$ cat config.mk
export PLATFORM = sky130hd
export DESIGN_NAME = stub_frame_ser
export DESIGN_NICKNAME = d
export VERILOG_FILES = /design/src/rtl/sfs_pkg.sv /design/src/rtl/sfs_stub_rank.sv /design/src/rtl/sfs_frame_pack.sv /design/src/rtl/sfs_slot_fsm.sv /design/src/rtl/stub_frame_ser.sv
export SDC_FILE = /design/constraint.sdc
export NUM_CORES = 1
export LEC_CHECK = 0
export BUFFER_PORTS_ARGS = -buffer_cell sky130_fd_sc_hd__clkbuf_2
export CORE_AREA = 5 5 89 91
export DETAILED_ROUTE_END_ITERATION = 10
export DIE_AREA = 0 0 94 96
export GPL_TIMING_DRIVEN = 0
export PLACE_DENSITY = 0.81
export SLEW_MARGIN = 20
export SYNTH_ARGS = -nofsm -noshare
export SYNTH_HDL_FRONTEND = slang
export SYNTH_HIERARCHICAL = 1
export SYNTH_SLANG_ARGS = --single-unit
$ cat constraint.sdc
create_clock -name clk_i -period 5.8 [get_ports clk_i]
set_input_delay 1.16 -clock clk_i [delete_from_list [all_inputs] [get_ports clk_i]]
set_output_delay 1.16 -clock clk_i [all_outputs]
set_load 0.05 [all_outputs]
$ cat src/rtl/sfs_pkg.sv
package sfs_pkg;

    // serial slots per crossing (fixed by the slot state machine)
    localparam int SLOTS = 4;

    typedef enum logic [2:0] {
        ST_IDLE  = 3'd0,
        ST_SLOT0 = 3'd1,
        ST_SLOT1 = 3'd2,
        ST_SLOT2 = 3'd3,
        ST_SLOT3 = 3'd4
    } slot_state_e;

endpackage

$ cat src/rtl/sfs_stub_rank.sv
// Orders the valid stubs by ascending address (stable on ties) and zero-fills unused slots.
module sfs_stub_rank #(
    parameter int NSTUB  = 3,
    parameter int ADDR_W = 8,
    parameter int BEND_W = 5,
    localparam int CNT_W = $clog2(NSTUB + 1)
) (
    input  logic [CNT_W-1:0]        cnt_i,
    input  logic [NSTUB*ADDR_W-1:0] addr_i,
    input  logic [NSTUB*BEND_W-1:0] bend_i,
    output logic [NSTUB*ADDR_W-1:0] addr_o,
    output logic [NSTUB*BEND_W-1:0] bend_o
);

    logic [NSTUB-1:0] valid;
    logic [CNT_W-1:0] rank [NSTUB];

    always_comb begin
        for (int i = 0; i < NSTUB; i++) begin
            valid[i] = CNT_W'(i) < cnt_i;
        end
    end

    // rank = number of valid stubs that must precede this one
    always_comb begin
        for (int i = 0; i < NSTUB; i++) begin
            rank[i] = '0;
            for (int j = 0; j < NSTUB; j++) begin
                if (j != i && valid[j]) begin
                    if ((addr_i[j*ADDR_W +: ADDR_W] < addr_i[i*ADDR_W +: ADDR_W]) ||
                        ((addr_i[j*ADDR_W +: ADDR_W] == addr_i[i*ADDR_W +: ADDR_W]) && (j < i))) begin
                        rank[i] = rank[i] + CNT_W'(1);
                    end
                end
            end
        end
    end

    always_comb begin
        addr_o = '0;
        bend_o = '0;
        for (int s = 0; s < NSTUB; s++) begin
            for (int i = 0; i < NSTUB; i++) begin
                if (valid[i] && rank[i] == CNT_W'(s)) begin
                    addr_o[s*ADDR_W +: ADDR_W] = addr_i[i*ADDR_W +: ADDR_W];
                    bend_o[s*BEND_W +: BEND_W] = bend_i[i*BEND_W +: BEND_W];
                end
            end
        end
    end

endmodule

$ cat src/rtl/sfs_frame_pack.sv
// Places ordered stubs and the readout bit into stream order; frame bit k is the k-th bit sent.
module sfs_frame_pack #(
    parameter int NSTUB     = 3,
    parameter int ADDR_W    = 8,
    parameter int BEND_W    = 5,
    parameter int FRAME_PAD = 40,
    localparam int STUB_W   = ADDR_W + BEND_W,
    localparam int FRAME_W  = NSTUB * STUB_W + 1
) (
    input  logic [NSTUB*ADDR_W-1:0] addr_i,
    input  logic [NSTUB*BEND_W-1:0] bend_i,
    input  logic                    ro_i,
    output logic [FRAME_PAD-1:0]    frame_o
);

    for (genvar s = 0; s < NSTUB; s++) begin : g_stub
        for (genvar b = 0; b < ADDR_W; b++) begin : g_addr
            assign frame_o[s*STUB_W + b] = addr_i[s*ADDR_W + ADDR_W - 1 - b];
        end
        for (genvar b = 0; b < BEND_W; b++) begin : g_bend
            assign frame_o[s*STUB_W + ADDR_W + b] = bend_i[s*BEND_W + BEND_W - 1 - b];
        end
    end

    assign frame_o[FRAME_W-1] = ro_i;

    if (FRAME_PAD > FRAME_W) begin : g_pad
        assign frame_o[FRAME_PAD-1:FRAME_W] = '0;
    end

endmodule

$ cat src/rtl/sfs_slot_fsm.sv
// Slot sequencer: captures a frame on an accepted strobe and walks the four serial slots.
module sfs_slot_fsm
    import sfs_pkg::*;
#(
    parameter int LANES      = 10,
    localparam int FRAME_PAD = LANES * SLOTS
) (
    input  logic                 clk_i,
    input  logic                 rst_ni,
    input  logic                 xing_i,
    input  logic [FRAME_PAD-1:0] frame_d,
    output slot_state_e          state_q,
    output logic [FRAME_PAD-1:0] frame_q,
    output logic [LANES-1:0]     line_o
);

    slot_state_e state_d;
    logic        accept;

    function automatic logic [LANES-1:0] pick(input logic [FRAME_PAD-1:0] fr, input int slot);
        logic [LANES-1:0] v;
        for (int l = 0; l < LANES; l++) begin
            v[l] = fr[l*SLOTS + slot];
        end
        return v;
    endfunction

    always_comb begin
        accept  = 1'b0;
        state_d = state_q;
        unique case (state_q)
            ST_IDLE: begin
                if (xing_i) begin
                    accept  = 1'b1;
                    state_d = ST_SLOT0;
                end
            end
            ST_SLOT0: state_d = ST_SLOT1;
            ST_SLOT1: state_d = ST_SLOT2;
            ST_SLOT2: state_d = ST_SLOT3;
            ST_SLOT3: begin
                if (xing_i) begin
                    accept  = 1'b1;
                    state_d = ST_SLOT0;
                end else begin
                    state_d = ST_IDLE;
                end
            end
            default: state_d = ST_IDLE;
        endcase
    end

    // state register process
    always_ff @(posedge clk_i) begin
        if (!rst_ni) begin
            state_q <= ST_IDLE;
            frame_q <= '0;
        end else begin
            state_q <= state_d;
            if (accept) begin
                frame_q <= frame_d;
            end
        end
    end

    // output process
    always_comb begin
        line_o = '0;
        unique case (state_q)
            ST_IDLE:  line_o = '0;
            ST_SLOT0: line_o = pick(frame_q, 0);
            ST_SLOT1: line_o = pick(frame_q, 1);
            ST_SLOT2: line_o = pick(frame_q, 2);
            ST_SLOT3: line_o = pick(frame_q, 3);
            default:  line_o = '0;
        endcase
    end

endmodule

$ cat src/rtl/stub_frame_ser.sv
module stub_frame_ser
    import sfs_pkg::*;
#(
    parameter int NSTUB   = 3,
    parameter int ADDR_W  = 8,
    parameter int BEND_W  = 5,
    localparam int CNT_W     = $clog2(NSTUB + 1),
    localparam int FRAME_W   = NSTUB * (ADDR_W + BEND_W) + 1,
    localparam int LANES     = (FRAME_W + SLOTS - 1) / SLOTS,
    localparam int FRAME_PAD = LANES * SLOTS
) (
    input  logic                    clk_i,
    input  logic                    rst_ni,
    input  logic                    xing_i,
    input  logic [CNT_W-1:0]        stub_cnt_i,
    input  logic [NSTUB*ADDR_W-1:0] stub_addr_i,
    input  logic [NSTUB*BEND_W-1:0] stub_bend_i,
    input  logic                    ro_bit_i,
    output logic [LANES-1:0]        line_o
);

    logic [NSTUB*ADDR_W-1:0] ord_addr;
    logic [NSTUB*BEND_W-1:0] ord_bend;
    logic [FRAME_PAD-1:0]    frame_d;
    logic [FRAME_PAD-1:0]    frame_q;
    slot_state_e             state_q;

    sfs_stub_rank #(.NSTUB(NSTUB), .ADDR_W(ADDR_W), .BEND_W(BEND_W)) u_rank (
        .cnt_i  (stub_cnt_i),
        .addr_i (stub_addr_i),
        .bend_i (stub_bend_i),
        .addr_o (ord_addr),
        .bend_o (ord_bend)
    );

    sfs_frame_pack #(.NSTUB(NSTUB), .ADDR_W(ADDR_W), .BEND_W(BEND_W), .FRAME_PAD(FRAME_PAD)) u_pack (
        .addr_i  (ord_addr),
        .bend_i  (ord_bend),
        .ro_i    (ro_bit_i),
        .frame_o (frame_d)
    );

    sfs_slot_fsm #(.LANES(LANES)) u_fsm (
        .clk_i   (clk_i),
        .rst_ni  (rst_ni),
        .xing_i  (xing_i),
        .frame_d (frame_d),
        .state_q (state_q),
        .frame_q (frame_q),
        .line_o  (line_o)
    );

endmodule

== After elaboration in Yosys (flattened, before gate mapping) ==
Cells that the tools add are included.

* Bits of input ports: 45
* Bits in registers: 43
* Word-level logic and storage cells: 81
* Output and inout port bits: 10

* Reduce and logical (&&, ||, !) cells: 17
* Add/subtract/negate cells: 3
* Order comparisons: 9
* Equal/unequal tests: 14
* Mux-type cells: 36

{| class="wikitable"
|+ Operator list
! operator !! count
|-
| $mux 8 || 9
|-
| $lt 8x8->1 || 6
|-
| $mux 5 || 9
|-
| $pmux 10 s4 || 1
|-
| $eq 8x8->1 || 3
|-
| $mux 2 || 9
|-
| $pmux 3 s5 || 1
|-
| $logic_and 1x1->1 || 9
|-
| $add 2x1->2 const B || 3
|-
| $eq 2x1->1 const B || 3
|-
| $eq 2x2->1 const B || 3
|-
| $eq 3x2->1 const B || 2
|-
| $logic_not 2->1 || 3
|-
| $mux 1 || 6
|-
| $lt 1x2->1 const A || 2
|-
| $eq 3x1->1 const B || 1
|-
| $eq 3x3->1 const B || 1
|-
| $logic_not 3->1 || 1
|-
| $logic_or 1x1->1 || 3
|-
| $mux 3 || 1
|-
| $lt 2x2->1 const A || 1
|-
| $ne 2x2->1 const B || 1
|-
| $reduce_or 2->1 || 1
|}

== Longest topological paths before layout ==
Gate-level depths: netlist (run 1).

* Depth after elaboration: 11
* Mapped depth: 18
* Mapped depth without buffers: 16

== By module ==
The synthesis (run 1) kept the hierarchy.

{| class="wikitable"
|+ Modules (own cells, without submodules)
! module !! sequential area each (sq um) !! area each (sq um) !! cells an instance !! times used
|-
| sfs_slot_fsm || 860.8 || 2197.1 || 235 || 1
|-
| sfs_stub_rank || 0.0 || 1597.8 || 247 || 1
|-
| sfs_frame_pack || 0.0 || 300.3 || 40 || 1
|}

== Worst setup path after synthesis (run 1) ==
Ideal clock, no wire load.

* Path kind: input to register
* Start point: input stub_addr_i[17]
* End point: register u_fsm.frame_q[27]
* Path buffers: 2
* Arrival time: 3.706 ns
* Data required time: 5.728 ns
* Library setup time: 0.072 ns
* Setup slack: 2.022 ns
* Cell stages on the path: 17
* Path through: inv_1 -> ha_1 -> nor2b_1 -> o21a_1 -> o21a_1 -> o21ai_0 -> a21oi_1 -> o21ba_2 -> ha_1 -> nor3b_2 -> nor4b_2 -> buf_2 -> a22oi_1 -> a21oi_1 -> buf_4 -> nand2_1 -> mux2i_1

* Cells in the longest elaborated chain, start to end: 10
* Elaborated cells between the ends (all ways): 26
* Classes of those cells: add/sub (1); order compare (4); eq/ne (5); mux (11); reduce/logical (5)

{| class="wikitable"
|+ Ends and longest elaborated chain
! element !! RTL line !! text
|-
| from (decl) || stub_frame_ser.sv:16 || <nowiki>input logic [NSTUB*ADDR_W-1:0] stub_addr_i,</nowiki>
|-
| $lt 8x8->1 or $eq 8x8->1 (tied branches) || sfs_stub_rank.sv:30, sfs_stub_rank.sv:31 ||
|-
| $logic_or 1x1->1 || sfs_stub_rank.sv:30 || <nowiki>if ((addr_i[j*ADDR_W +: ADDR_W] < addr_i[i*ADDR_W +: ADDR_W]) ||</nowiki>
|-
| $mux 1 || sfs_stub_rank.sv:30 ||
|-
| $mux 2 || sfs_stub_rank.sv:29 || <nowiki>if (j != i && valid[j]) begin</nowiki>
|-
| $add 2x1->2 || sfs_stub_rank.sv:32 || <nowiki>rank[i] = rank[i] + CNT_W'(1);</nowiki>
|-
| $mux 2 || sfs_stub_rank.sv:30 ||
|-
| $mux 2 || sfs_stub_rank.sv:29 ||
|-
| $eq 2x2->1 || sfs_stub_rank.sv:44 || <nowiki>if (valid[i] && rank[i] == CNT_W'(s)) begin</nowiki>
|-
| $logic_and 1x1->1 || sfs_stub_rank.sv:44 ||
|-
| $mux 8 (*) || sfs_stub_rank.sv:44 ||
|-
| named net ord_addr[22] || stub_frame_ser.sv:22 || <nowiki>logic [NSTUB*ADDR_W-1:0] ord_addr;</nowiki>
|-
| to (signal assigned) || sfs_slot_fsm.sv:61 || <nowiki>frame_q <= frame_d;</nowiki>
|-
| to (decl) || sfs_slot_fsm.sv:13 || <nowiki>output logic [FRAME_PAD-1:0] frame_q,</nowiki>
|}

Mark *: on every way through the listed nets, which the timed path passes. The rest lies on a longest branch.
A chain may end at the register's enable or synchronous reset.

== Worst setup path in the final report (run 1) ==
* Start point: input stub_addr_i[17]
* End point: register u_fsm.frame_q[12]

* Cells in the longest elaborated chain, start to end: 10
* Elaborated cells between the ends (all ways): 26
* Classes of those cells: add/sub (1); order compare (4); eq/ne (2); mux (11); reduce/logical (8)

{| class="wikitable"
|+ Ends and longest elaborated chain
! element !! RTL line !! text
|-
| $lt 8x8->1 or $eq 8x8->1 (tied branches) || sfs_stub_rank.sv:30, sfs_stub_rank.sv:31 ||
|-
| $logic_or 1x1->1 || sfs_stub_rank.sv:30 ||
|-
| $mux 1 || sfs_stub_rank.sv:30 ||
|-
| $mux 2 || sfs_stub_rank.sv:29 ||
|-
| $add 2x1->2 || sfs_stub_rank.sv:32 ||
|-
| $mux 2 || sfs_stub_rank.sv:30 ||
|-
| $mux 2 || sfs_stub_rank.sv:29 ||
|-
| $logic_not 2->1 || sfs_stub_rank.sv:44 ||
|-
| $logic_and 1x1->1 || sfs_stub_rank.sv:44 ||
|-
| $mux 5 (*) || sfs_stub_rank.sv:44 ||
|-
| named net ord_bend[0] || stub_frame_ser.sv:23 || <nowiki>logic [NSTUB*BEND_W-1:0] ord_bend;</nowiki>
|}

Marks and branches as above.

==> metrics.txt, run 1 <==
run status finished clean; RePlAce Congestion 0.941; placed insts 673; GRT Total Usage 26.0%; crit path kind in -> reg; worst-margin pin slew 953 ps; # fillers 661; # rows 31; total clock sinks 43; relative slew slack 36.3%; Final Slew Violations 0; CTS buffer count 5; critical path required time 6040 ps; First-pass DRT Iterations 5; prevailing post-synth register cell dfxtp_1; die area 0.00902 mm²; Register Area 861 µm²; vias in the first global route 3836; starting density of the core 58.0%; final hold violations 0; initial antenna violation count 0; Mean Syn Cell Area 7.85 µm²; Worst VDD drop 153 µV; Die Height 96 µm; Leakage 0.00200 µW; Yosys warnings 6; Post-route DRC 0; layout cells sized above 1 23.9%; wirelength, routed 11.6 mm; clock skew 6.15 ps; ys async rst share 0%; Layout area overhead 12.1%; Post-synth top cells 114 x nand2_1, 50 x mux2i_1, 43 x dfxtp_1; diode count 0; DRT iter0 DRCs 323; syn nets 594; EDFF count, synth 0; top-count cell post-synth nand2_1; nets@finish 653; Arr. time, crit path 4610 ps; CP Max Fanout 10; largest net degree at the start of global routing 15; max-cap viol count 0; gr ovfl total 0; RSZ-0062 raised after global routing false; Seq/Total Area, Yosys 21.0%; CTS tree built; Final period util 75.4%; PostCTS Resize Cnt 0; Layout Cells excl Fill 681; H-tree levels 2; drt via density 5.88; hold crit path type reg -> reg; Max Fclk 229 MHz; post-synthesis cell area 0.00410 mm²; clock period minus worst slack 4370 ps; clk slew on worst S/H paths 90 ps; DP HPWL 9.08 mm; crit end category flop; Pwr Total 981 µW; Synth cell types 49; dominant cells by area after synthesis dfxtp_1 21%, mux2i_1 12%, nand2_1 10%; multi-input logic area 0.00264 mm²; mean routed wirelength per cell 17.1 µm; first-pass GRT wire length 18.5 mm; via count 4001; Bufs on Longest Clock Path 2; cts hold-fix bufs 0; Post-CTS Setup Bufs 0; Final setup viols 0; cell taking the most area after synthesis dfxtp_1; clk root buf clkbuf_8; setup_tns 0 ps; worst skew pair latency 290 ps; PwrDens 214 mW/mm²; Seq cells post-synth 43; share of the synthesized area in the top cell type 21.0%; IO buf count 52; Syn Inst Count 522; Ports 55; core area 0.00706 mm²; element type at the critical path start input pin; Die Span X 94 µm; ANT nets after route 0
==> layout make-up <==
class / count / area share, %
Clock inverter: 3 / 0.954
Buffer: 75 / 11.5
Sequential cell: 43 / 18.7
Multi-Input combinational cell: 385 / 57.4
Tap cell: 99 / 2.70
Timing Repair Buffer: 52 / 5.67
Clock buffer: 5 / 1.50
Inverter: 19 / 1.55
==> placed cells by master (no fill, tap or decap), drive strengths merged, types with 2 or more instances in the layout <==
cell type / instances
o21ai: 24
nor3b: 4
clkbuf: 76
nand2b: 8
nand4: 3
a31o: 13
nand4b: 2
mux2i: 50
nor2: 20
nand2: 115
dfxtp: 43
a22oi: 26
a21oi: 23
nand3: 2
nor2b: 5
a21o: 2
inv: 19
nand4bb: 20
ha: 27
nor3: 3
buf: 56
o22ai: 7
o31ai: 2
o21a: 5
o211ai: 11
clkinv: 2
==> power breakdown <==
part / switching (µW) / internal (µW) / total (µW)
clock network: 108 / 128 / 237
logic: 218 / 196 / 414
registers: 14.1 / 317 / 331
==> registers in the layout (all words and copies together) (netlist names) <==
signal,cells
u_fsm/state_q,3
u_fsm/frame_q,40
==> kinds of logic after synthesis <==
logic type,share of synthesized area [%]
AND/OR/NAND/NOR,24.0
flip-flops,21.0
buffers and inverters,14.6
XOR/XNOR,0.214
AO/OA/AOI/OAI,19.7
adder cells (fa/ha/maj),8.25
multiplexers,12.2
==> worst max-delay path: stages <==
cell,delay (ps)
clkbuf_2,120
inv_1,80
ha_1,310
nor2b_1,140
o21a_1,160
o21a_1,170
o21ai_0,140
a21oi_1,100
o21bai_1,240
ha_1,320
nor3_1,540
clkbuf_1,460
a22oi_1,160
o21ai_1,180
buf_4,150
nand2_1,50
mux2i_1,130
==> routing by layer <==
layer  vias up  track usage (%)  share of wire (%)
met5         -                0                  0
met4         0             11.0                3.5
met3        32             3.99                6.7
met2       178             44.6                 48
met1      1852             32.5                 42
li1       1939                -                  -
==> stage by stage <==
step | worst slack (ps) | area [µm²] | util, % | hold slack (ps)
final | 1430 | 4590 | 65.0 | 459
after global routing | 1360 | 4590 | 65.0 | 488
after CTS | 1510 | 4590 | 65.0 | 464
after detailed placement | 1200 | 4480 | 63.5 | 448
after global placement | 1250 | 4480 | 63.5 | 441
after floorplan | 2020 | 4100 | - | 434
==> final timing paths <==
path | endpoint | slack [ps] | from | depth (start not counted)
max reg2reg | u_fsm/frame_q[28] | 4420 | u_fsm/state_q[0] | 4
min reg2reg | u_fsm/frame_q[18] | 460 | u_fsm/frame_q[18] | 2
max | u_fsm/frame_q[12] | 1430 | stub_addr_i[17] | 17
min | u_fsm/frame_q[18] | 460 | u_fsm/frame_q[18] | 2
Note: power is estimated with default switching activity, not from simulation.
==> inputs of run 2 (changes only) <==
- CORE_AREA: 5 5 89 91 -> 5 5 94 96
- DIE_AREA: 0 0 94 96 -> 0 0 99 101
- PLACE_DENSITY: 0.81 -> 0.76
- clock period: 5.8 -> 3.66 ns (I/O delays scaled with it)
==> metrics.txt, run 2 (same netlist as run 1, synthesis figures left out) <==
diode count 0 (unchanged); worst skew pair latency 310 ps (was 290 ps); Leakage 0.00205 µW (was 0.00200 µW); crit path kind in -> reg (unchanged); most frequent cells in the layout 114 x nand2_1, 57 x clkbuf_2, 50 x mux2i_1 (was 114 x nand2_1, 53 x clkbuf_2, 50 x mux2i_1); most common cell after layout, fill and taps aside nand2_1 (unchanged); DRT iter0 DRCs 258 (was 323); total clock sinks 43 (unchanged); clk root buf clkbuf_8 (unchanged); drt via density 5.74 (was 5.88); clock skew 11.9 ps (was 6.15 ps); Hold Startpoint u_fsm/frame_q[8] (was u_fsm/frame_q[18]); met3 GRT Util 2.35% (was 3.99%); PwrDens 325 mW/mm² (was 214 mW/mm²); CP delay by family, top compound AO/OA/AOI/OAI gates (unchanged); Ports 55 (unchanged); core area 0.00797 mm² (was 0.00706 mm²); Arr. time, crit path 3690 ps (was 4610 ps); dpl cell area 0.00449 mm² (was 0.00448 mm²); Final Slew Violations 0 (unchanged); combinational share of power 44.9% (was 42.2%); wirelength, routed 11.7 mm (was 11.6 mm); Final period util 95.6%; Critical R2R Launch u_fsm/state_q[0] (unchanged); CTS tree built (unchanged); total net switching power 563 µW (was 341 µW); worst-case hold path end point u_fsm/frame_q[8] (was u_fsm/frame_q[18]); RSZ-0062 raised after global routing false (unchanged); via count 3978 (was 4001); Worst Hold Path Cells 2 (unchanged); critical path cell sequence clkbuf_2 -> inv_2 -> ha_4 -> nor2b_1 -> o21a_1 -> o21a_1 -> o21ai_2 -> a21oi_1 -> o21bai_1 -> ha_1 -> or3_4 -> o31a_1 -> buf_4 -> a22oi_1 -> o21ai_0 -> buf_4 -> nand2_1 -> mux2i_1 (was clkbuf_2 -> inv_1 -> ha_1 -> nor2b_1 -> o21a_1 -> o21a_1 -> o21ai_0 -> a21oi_1 -> o21bai_1 -> ha_1 -> nor3_1 -> clkbuf_1 -> a22oi_1 -> o21ai_1 -> buf_4 -> nand2_1 -> mux2i_1); Largest Register u_fsm/frame_q (unchanged); Worst R2R End u_fsm/frame_q[6] (was u_fsm/frame_q[28]); ANT nets after route 0 (unchanged); layout cells sized above 1 27.2% (was 23.9%); post-route cell area 0.00472 mm² (was 0.00459 mm²); Die Height 101 µm (was 96 µm); first-pass GRT wire length 18.6 mm (was 18.5 mm); Worst VDD drop 149 µV (was 153 µV); Buf+Inv Stages, Crit Path 4 (unchanged); initial antenna violation count 0 (unchanged); H-tree levels 2 (unchanged); CTS buffer count 5 (unchanged); gr ovfl total 0 (unchanged); max-cap viol count 0 (unchanged); First-pass DRT Iterations 5 (unchanged); GRT Total Usage 22.8% (was 26.0%); vias in the first global route 3878 (was 3836); RePlAce Congestion 0.919 (was 0.941); mean routed wirelength per cell 16.9 µm (was 17.1 µm); Final setup viols 0 (unchanged); GR Util met2 39.5% (was 44.6%); Seq pwr share 34.1% (was 33.7%); met1 GRT Util 29.1% (was 32.5%); CP Max Fanout 5 (was 10); Clk pwr share 21.0% (was 24.1%); worst-margin pin slew 561 ps (was 953 ps); busiest grt layer met2 (unchanged); clock period minus worst slack 3500 ps; clk slew on worst S/H paths 80 ps (was 90 ps); element type at the critical path start input pin (unchanged); reg-to-reg slack, setup 2250 ps (was 4420 ps); largest net degree at the start of global routing 17 (was 15); critical path required time 3850 ps (was 6040 ps); CP peak stage delay 430 ps (was 540 ps); relative slew slack 62.5% (was 36.3%); Bufs on Longest Clock Path 2 (unchanged); Die Span X 99 µm (was 94 µm); crit end category flop (unchanged); Pwr Total 1530 µW (was 981 µW); Critical-path top delay cell or3_4 (was nor3_1); FF-to-FF path depth 4 (unchanged); max reg flops 40 (unchanged); DP HPWL 9.10 mm (was 9.08 mm); # rows 33 (was 31); die area 0.0100 mm² (was 0.00902 mm²); IO buf count 52 (unchanged); hold crit path type reg -> reg (unchanged); Max Fclk 286 MHz; run status finished clean (unchanged); Layout area overhead 15.2% (was 12.1%); nets@finish 659 (was 653); switching share of power 36.7% (was 34.7%); Post-route DRC 0 (unchanged); Largest regs u_fsm/frame_q x40, u_fsm/state_q x3 (unchanged); starting density of the core 51.4% (was 58.0%); final hold violations 0 (unchanged); Internal Pwr Total 971 µW (was 641 µW)
==> run 2: cell types whose count changed in the layout (fill, tap and decap cells not counted), sizes merged <==
| cell | before | now |
|---|---|---|
| inv | 19 | 21 |
| clkbuf | 76 | 77 |
| clkinv | 2 | 1 |
| buf | 56 | 61 |
| bufinv | 1 | 0 |
==> run 2: layer usage <==
metal / wire (µm) / up-vias / part of all wire (%)
met4: 278 / 0 / 2.4
met2: 5600 / 182 / 48
li1: - / 1942 / -
met3: 750 / 24 / 6.4
met5: 0 / - / 0
met1: 5060 / 1830 / 43
==> run 2: worst max-delay path by stage <==
stage	slack [ps]	start	end	cells after the start
finish	160	stub_addr_i[17]	u_fsm/frame_q[8]	18
detailed placement	-590	stub_addr_i[17]	u_fsm/frame_q[12]	17
CTS	3	stub_addr_i[17]	u_fsm/frame_q[32]	17
global placement	-520	stub_addr_i[17]	u_fsm/frame_q[12]	17
global route	8	stub_addr_i[21]	u_fsm/frame_q[8]	18
floorplan	310	stub_addr_i[17]	u_fsm/frame_q[27]	17
==> run 2: what timing repair did <==
item,4_1_cts,5_1_grt
hold buffers,0,0
hold endpoints to repair,0,0
pin swaps,0,5
gates cloned,0,0
endpoints found under the setup margin,10,38
buffers inserted,0,6
resized for setup,3,27
==> run 2: worst min-delay path, cell delays in order, from the launching register on <==
cell and delay [ps]:
dfxtp_1 320, nand2_1 50, mux2i_1 50
==> run 2: layout make-up <==
| type | count | area (µm²) |
|---|---|---|
| Fill cell | 732 | 3250 |
| Multi-Input combinational cell | 385 | 2710 |
| Sequential cell | 43 | 861 |
| Buffer | 75 | 544 |
| Timing Repair Buffer | 58 | 305 |
| Tap cell | 105 | 131 |
| Inverter | 19 | 71.3 |
| Clock buffer | 5 | 68.8 |
| Clock inverter | 3 | 26.3 |
==> run 2: metrics by stage <==
step / utilization [%] / instances / hold slack (ps) / setup TNS, ps / setup WS [ps]
after CTS: 57.7 / 687 / 464 / 0 / 2.71
after global routing: 59.2 / 693 / 481 / 0 / 8.31
after detailed placement: 56.3 / 679 / 448 / -11100 / -590
after global placement: 56.3 / 679 / 442 / -8190 / -523
after floorplan: - / 522 / 434 / 0 / 310
final: 59.2 / 693 / 463 / 0 / 162
==> run 2: power groups by stage <==
stage	registers (µW)	clock network, µW	logic [µW]
3_3_place_gp	532	0	634
4_1_cts	523	326	654
6_report	523	322	688
2_1_floorplan	527	0	490
3_5_place_dp	534	0	648
5_1_grt	528	346	739
==> inputs of run 3 (changes only) <==
- ABC_AREA: not set -> 1
- CORE_AREA: 5 5 94 96 -> 5 5 113 83
- CTS_BUF_LIST: not set -> sky130_fd_sc_hd__clkbuf_4
- DIE_AREA: 0 0 99 101 -> 0 0 118 88
- PLACE_DENSITY: 0.76 -> 0.78
==> metrics.txt, run 3 <==
run status finished clean (unchanged); Syn Inst Count 714 (was 522); WHS 496 ps (was 463 ps); max reg flops 40 (unchanged); clock period minus worst slack 3480 ps (was 3500 ps); core area 0.00820 mm² (was 0.00797 mm²); combinational share of power 49.3% (was 44.9%); Final Slew Violations 0 (unchanged); clk slew on worst S/H paths 110 ps (was 80 ps); wirelength, routed 14.0 mm (was 11.7 mm); total net switching power 635 µW (was 563 µW); cell taking the most area after synthesis dfxtp_1 (unchanged); Setup WS post-layout 182 ps (was 162 ps); total clock sinks 43 (unchanged); starting density of the core 53.3% (was 51.4%); Post-synth top cells 176 x nand2_1, 90 x nor2_1, 69 x inv_1 (was 114 x nand2_1, 50 x mux2i_1, 43 x dfxtp_1); CP peak stage delay 390 ps (was 430 ps); PwrDens 317 mW/mm² (was 325 mW/mm²); Final period util 95.0% (was 95.6%); FF-to-FF path depth 5 (was 4); Synth cell types 31 (was 49); first-pass GRT wire length 22.5 mm (was 18.6 mm); relative slew slack 61.7% (was 62.5%); CP endpoint u_fsm/frame_q[12] (was u_fsm/frame_q[8]); share of the synthesized area in the top cell type 19.7% (was 21.0%); gr ovfl total 0 (unchanged); Seq/Total Area, Yosys 19.7% (was 21.0%); DRT iter0 DRCs 436 (was 258); mean routed wirelength per cell 15.9 µm (was 16.9 µm); Max Fclk 288 MHz (was 286 MHz); Bufs on Longest Clock Path 2 (unchanged); layout cells sized above 1 20.5% (was 27.2%); Arr. time, crit path 3780 ps (was 3690 ps); worst-margin pin slew 574 ps (was 561 ps); placed insts 872 (was 679); RePlAce Congestion 0.930 (was 0.919); most frequent cells in the layout 176 x nand2_1, 90 x nor2_1, 69 x inv_1 (was 114 x nand2_1, 57 x clkbuf_2, 50 x mux2i_1); Largest regs u_fsm/frame_q x40, u_fsm/state_q x3 (unchanged); Largest Register u_fsm/frame_q (unchanged); worst skew pair latency 350 ps (was 310 ps); Die Span X 118 µm (was 99 µm); nets@finish 845 (was 659); ys async rst share 0% (unchanged); Final setup viols 0 (unchanged); Internal Pwr Total 890 µW (was 971 µW); H-tree levels 2 (unchanged); CTS buffer count 5 (unchanged); Ports 55 (unchanged); Clk pwr share 14.3% (was 21.0%); hold crit path type reg -> reg (unchanged); initial antenna violation count 0 (unchanged); Top cell by count, worst path nand2_1; # rows 28 (was 33); via count 4909 (was 3978); final core utilization 58.7% (was 59.2%); Leakage 0.00266 µW (was 0.00205 µW); dominant cells by area after synthesis dfxtp_1 20%, nand2_1 15%, ha_1 7.7% (was dfxtp_1 21%, mux2i_1 12%, nand2_1 10%); critical path required time 3960 ps (was 3850 ps); GRT Total Usage 27.2% (was 22.8%); crit path kind in -> reg (unchanged); First-pass DRT Iterations 5 (unchanged); Seq pwr share 36.3% (was 34.1%); clk root buf clkbuf_4 (was clkbuf_8); Worst path depth 18 (unchanged); drt via density 5.59 (was 5.74); crit end category flop (unchanged); most common cell after layout, fill and taps aside nand2_1 (unchanged); reg-to-reg slack, setup 2340 ps (was 2250 ps); largest net degree at the start of global routing 12 (was 17); Buf+Inv Stages, Crit Path 6 (was 4); Post-route DRC 0 (unchanged); element type at the critical path start input pin (unchanged); CP Max Fanout 10 (was 5); Die Height 88 µm (was 101 µm); RSZ-0062 raised after global routing false (unchanged); prevailing post-synth register cell dfxtp_1 (unchanged); DP HPWL 11.3 mm (was 9.10 mm); max-cap viol count 0 (unchanged); Critical-path top delay cell clkbuf_1 (was or3_4); Worst VDD drop 257 µV (was 149 µV); ANT nets after route 0 (unchanged); Worst R2R End u_fsm/frame_q[12] (was u_fsm/frame_q[6]); vias in the first global route 4587 (was 3878); die area 0.0104 mm² (was 0.0100 mm²); post-synthesis cell area 0.00437 mm² (was 0.00410 mm²); clock skew 2.75 ps (was 11.9 ps); syn nets 786 (was 594); Seq cells post-synth 43 (unchanged); final hold violations 0 (unchanged); Layout area overhead 10.1% (was 15.2%); switching share of power 41.6% (was 36.7%); top-count cell post-synth nand2_1 (unchanged); critical path cell sequence clkbuf_2 -> inv_1 -> ha_1 -> nand2_1 -> o21ai_0 -> nand2_1 -> a21oi_1 -> nor2_1 -> ha_1 -> inv_1 -> nand4_1 -> inv_1 -> clkbuf_1 -> nand2_1 -> nand2_1 -> buf_4 -> o21ai_0 -> nor2_1 (was clkbuf_2 -> inv_2 -> ha_4 -> nor2b_1 -> o21a_1 -> o21a_1 -> o21ai_2 -> a21oi_1 -> o21bai_1 -> ha_1 -> or3_4 -> o31a_1 -> buf_4 -> a22oi_1 -> o21ai_0 -> buf_4 -> nand2_1 -> mux2i_1); Critical R2R Launch u_fsm/state_q[0] (unchanged); Yosys warnings 6 (unchanged); CTS tree built (unchanged); worst-case setup slack after placement -100 ps (was -590 ps); Layout Cells excl Fill 878 (was 693); IO buf count 53 (was 52); CP delay by family, top buffers and inverters (was compound AO/OA/AOI/OAI gates); Worst setup startpoint stub_addr_i[19] (was stub_addr_i[17]); EDFF count, synth 0 (unchanged); Post-CTS Setup Bufs 0 (unchanged); Mean Syn Cell Area 6.12 µm² (was 7.85 µm²)
==> run 3: cell types whose count changed after synthesis, sizes merged, moves of 12 or more <==
cell,before,now
a22oi,26,0
a31o,13,0
buf,56,68
inv,19,75
mux2i,50,0
nand2,115,187
nand3,2,68
nand4,3,52
nand4bb,20,0
nor2,20,94
o21ai,24,55
==> run 3: kinds of logic (layout without fill, tap and decap cells) <==
kind of cell	Yosys count	after routing	synth area share [%]
and+or+nand+nor	403	403	43.2
buffers and inverters	157	215	19.3
AOI/OAI and AO/OA	84	84	10.1
DFF	43	43	19.7
adders and majority gates	27	27	7.73
other	0	1	0
==> run 3: power groups by stage <==
| stage | registers [µW] | clock network [µW] | logic, µW |
|---|---|---|---|
| floorplan | 556 | 0 | 549 |
| global placement | 562 | 0 | 723 |
| detailed placement | 565 | 0 | 738 |
| CTS | 554 | 221 | 741 |
| global route | 561 | 250 | 828 |
| finish | 554 | 218 | 752 |
==> run 3: stage by stage <==
step	area [µm²]	TNS (ps)	power (µW)
6_report	4810	0	1530
4_1_cts	4810	0	1520
3_3_place_gp	4770	-51.6	1280
3_5_place_dp	4770	-1010	1300
5_1_grt	4810	0	1640
2_1_floorplan	4370	0	1100
==> run 3: area by class of cell <==
| type | instances | area (µm²) |
|---|---|---|
| inverters | 76 | 289 |
| fillers | 848 | 3390 |
| multi-input cells | 514 | 2660 |
| clock buffers | 6 | 45.0 |
| well taps | 105 | 131 |
| plain buffers | 80 | 552 |
| diodes | 1 | 2.50 |
| repair buffers | 53 | 265 |
| flip-flops and latches | 43 | 861 |
==> run 3: repair_timing <==
item                       CTS  global route
hold buffers                 0             0
setup endpoints to repair    0             2
gates resized for setup      0             0
==> run 3: worst min path at each step <==
stage                            startpoint                end  slack [ps]  cells past startpoint
after global placement     u_fsm/frame_q[8]   u_fsm/frame_q[8]         470                      2
after detailed placement  u_fsm/frame_q[29]  u_fsm/frame_q[29]         470                      2
final                      u_fsm/frame_q[5]   u_fsm/frame_q[5]         500                      2
after floorplan           u_fsm/frame_q[12]  u_fsm/frame_q[12]         450                      2
after CTS                 u_fsm/frame_q[13]  u_fsm/frame_q[13]         500                      2
after global routing       u_fsm/frame_q[3]   u_fsm/frame_q[3]         510                      2
==> run 3: worst register-to-register path: stages (launching register included) <==
cell and delay (ps):
dfxtp_1 370, nor2_2 140, nand2_2 120, clkbuf_2 220, o21ai_0 290, nor2_1 70
==> run 3: metal layers <==
layer  share of wire (%)  track usage, %
met1                  48            39.8
met2                  42            42.8
met3                  10            5.62
met4                0.49            3.23
met5                   0               0
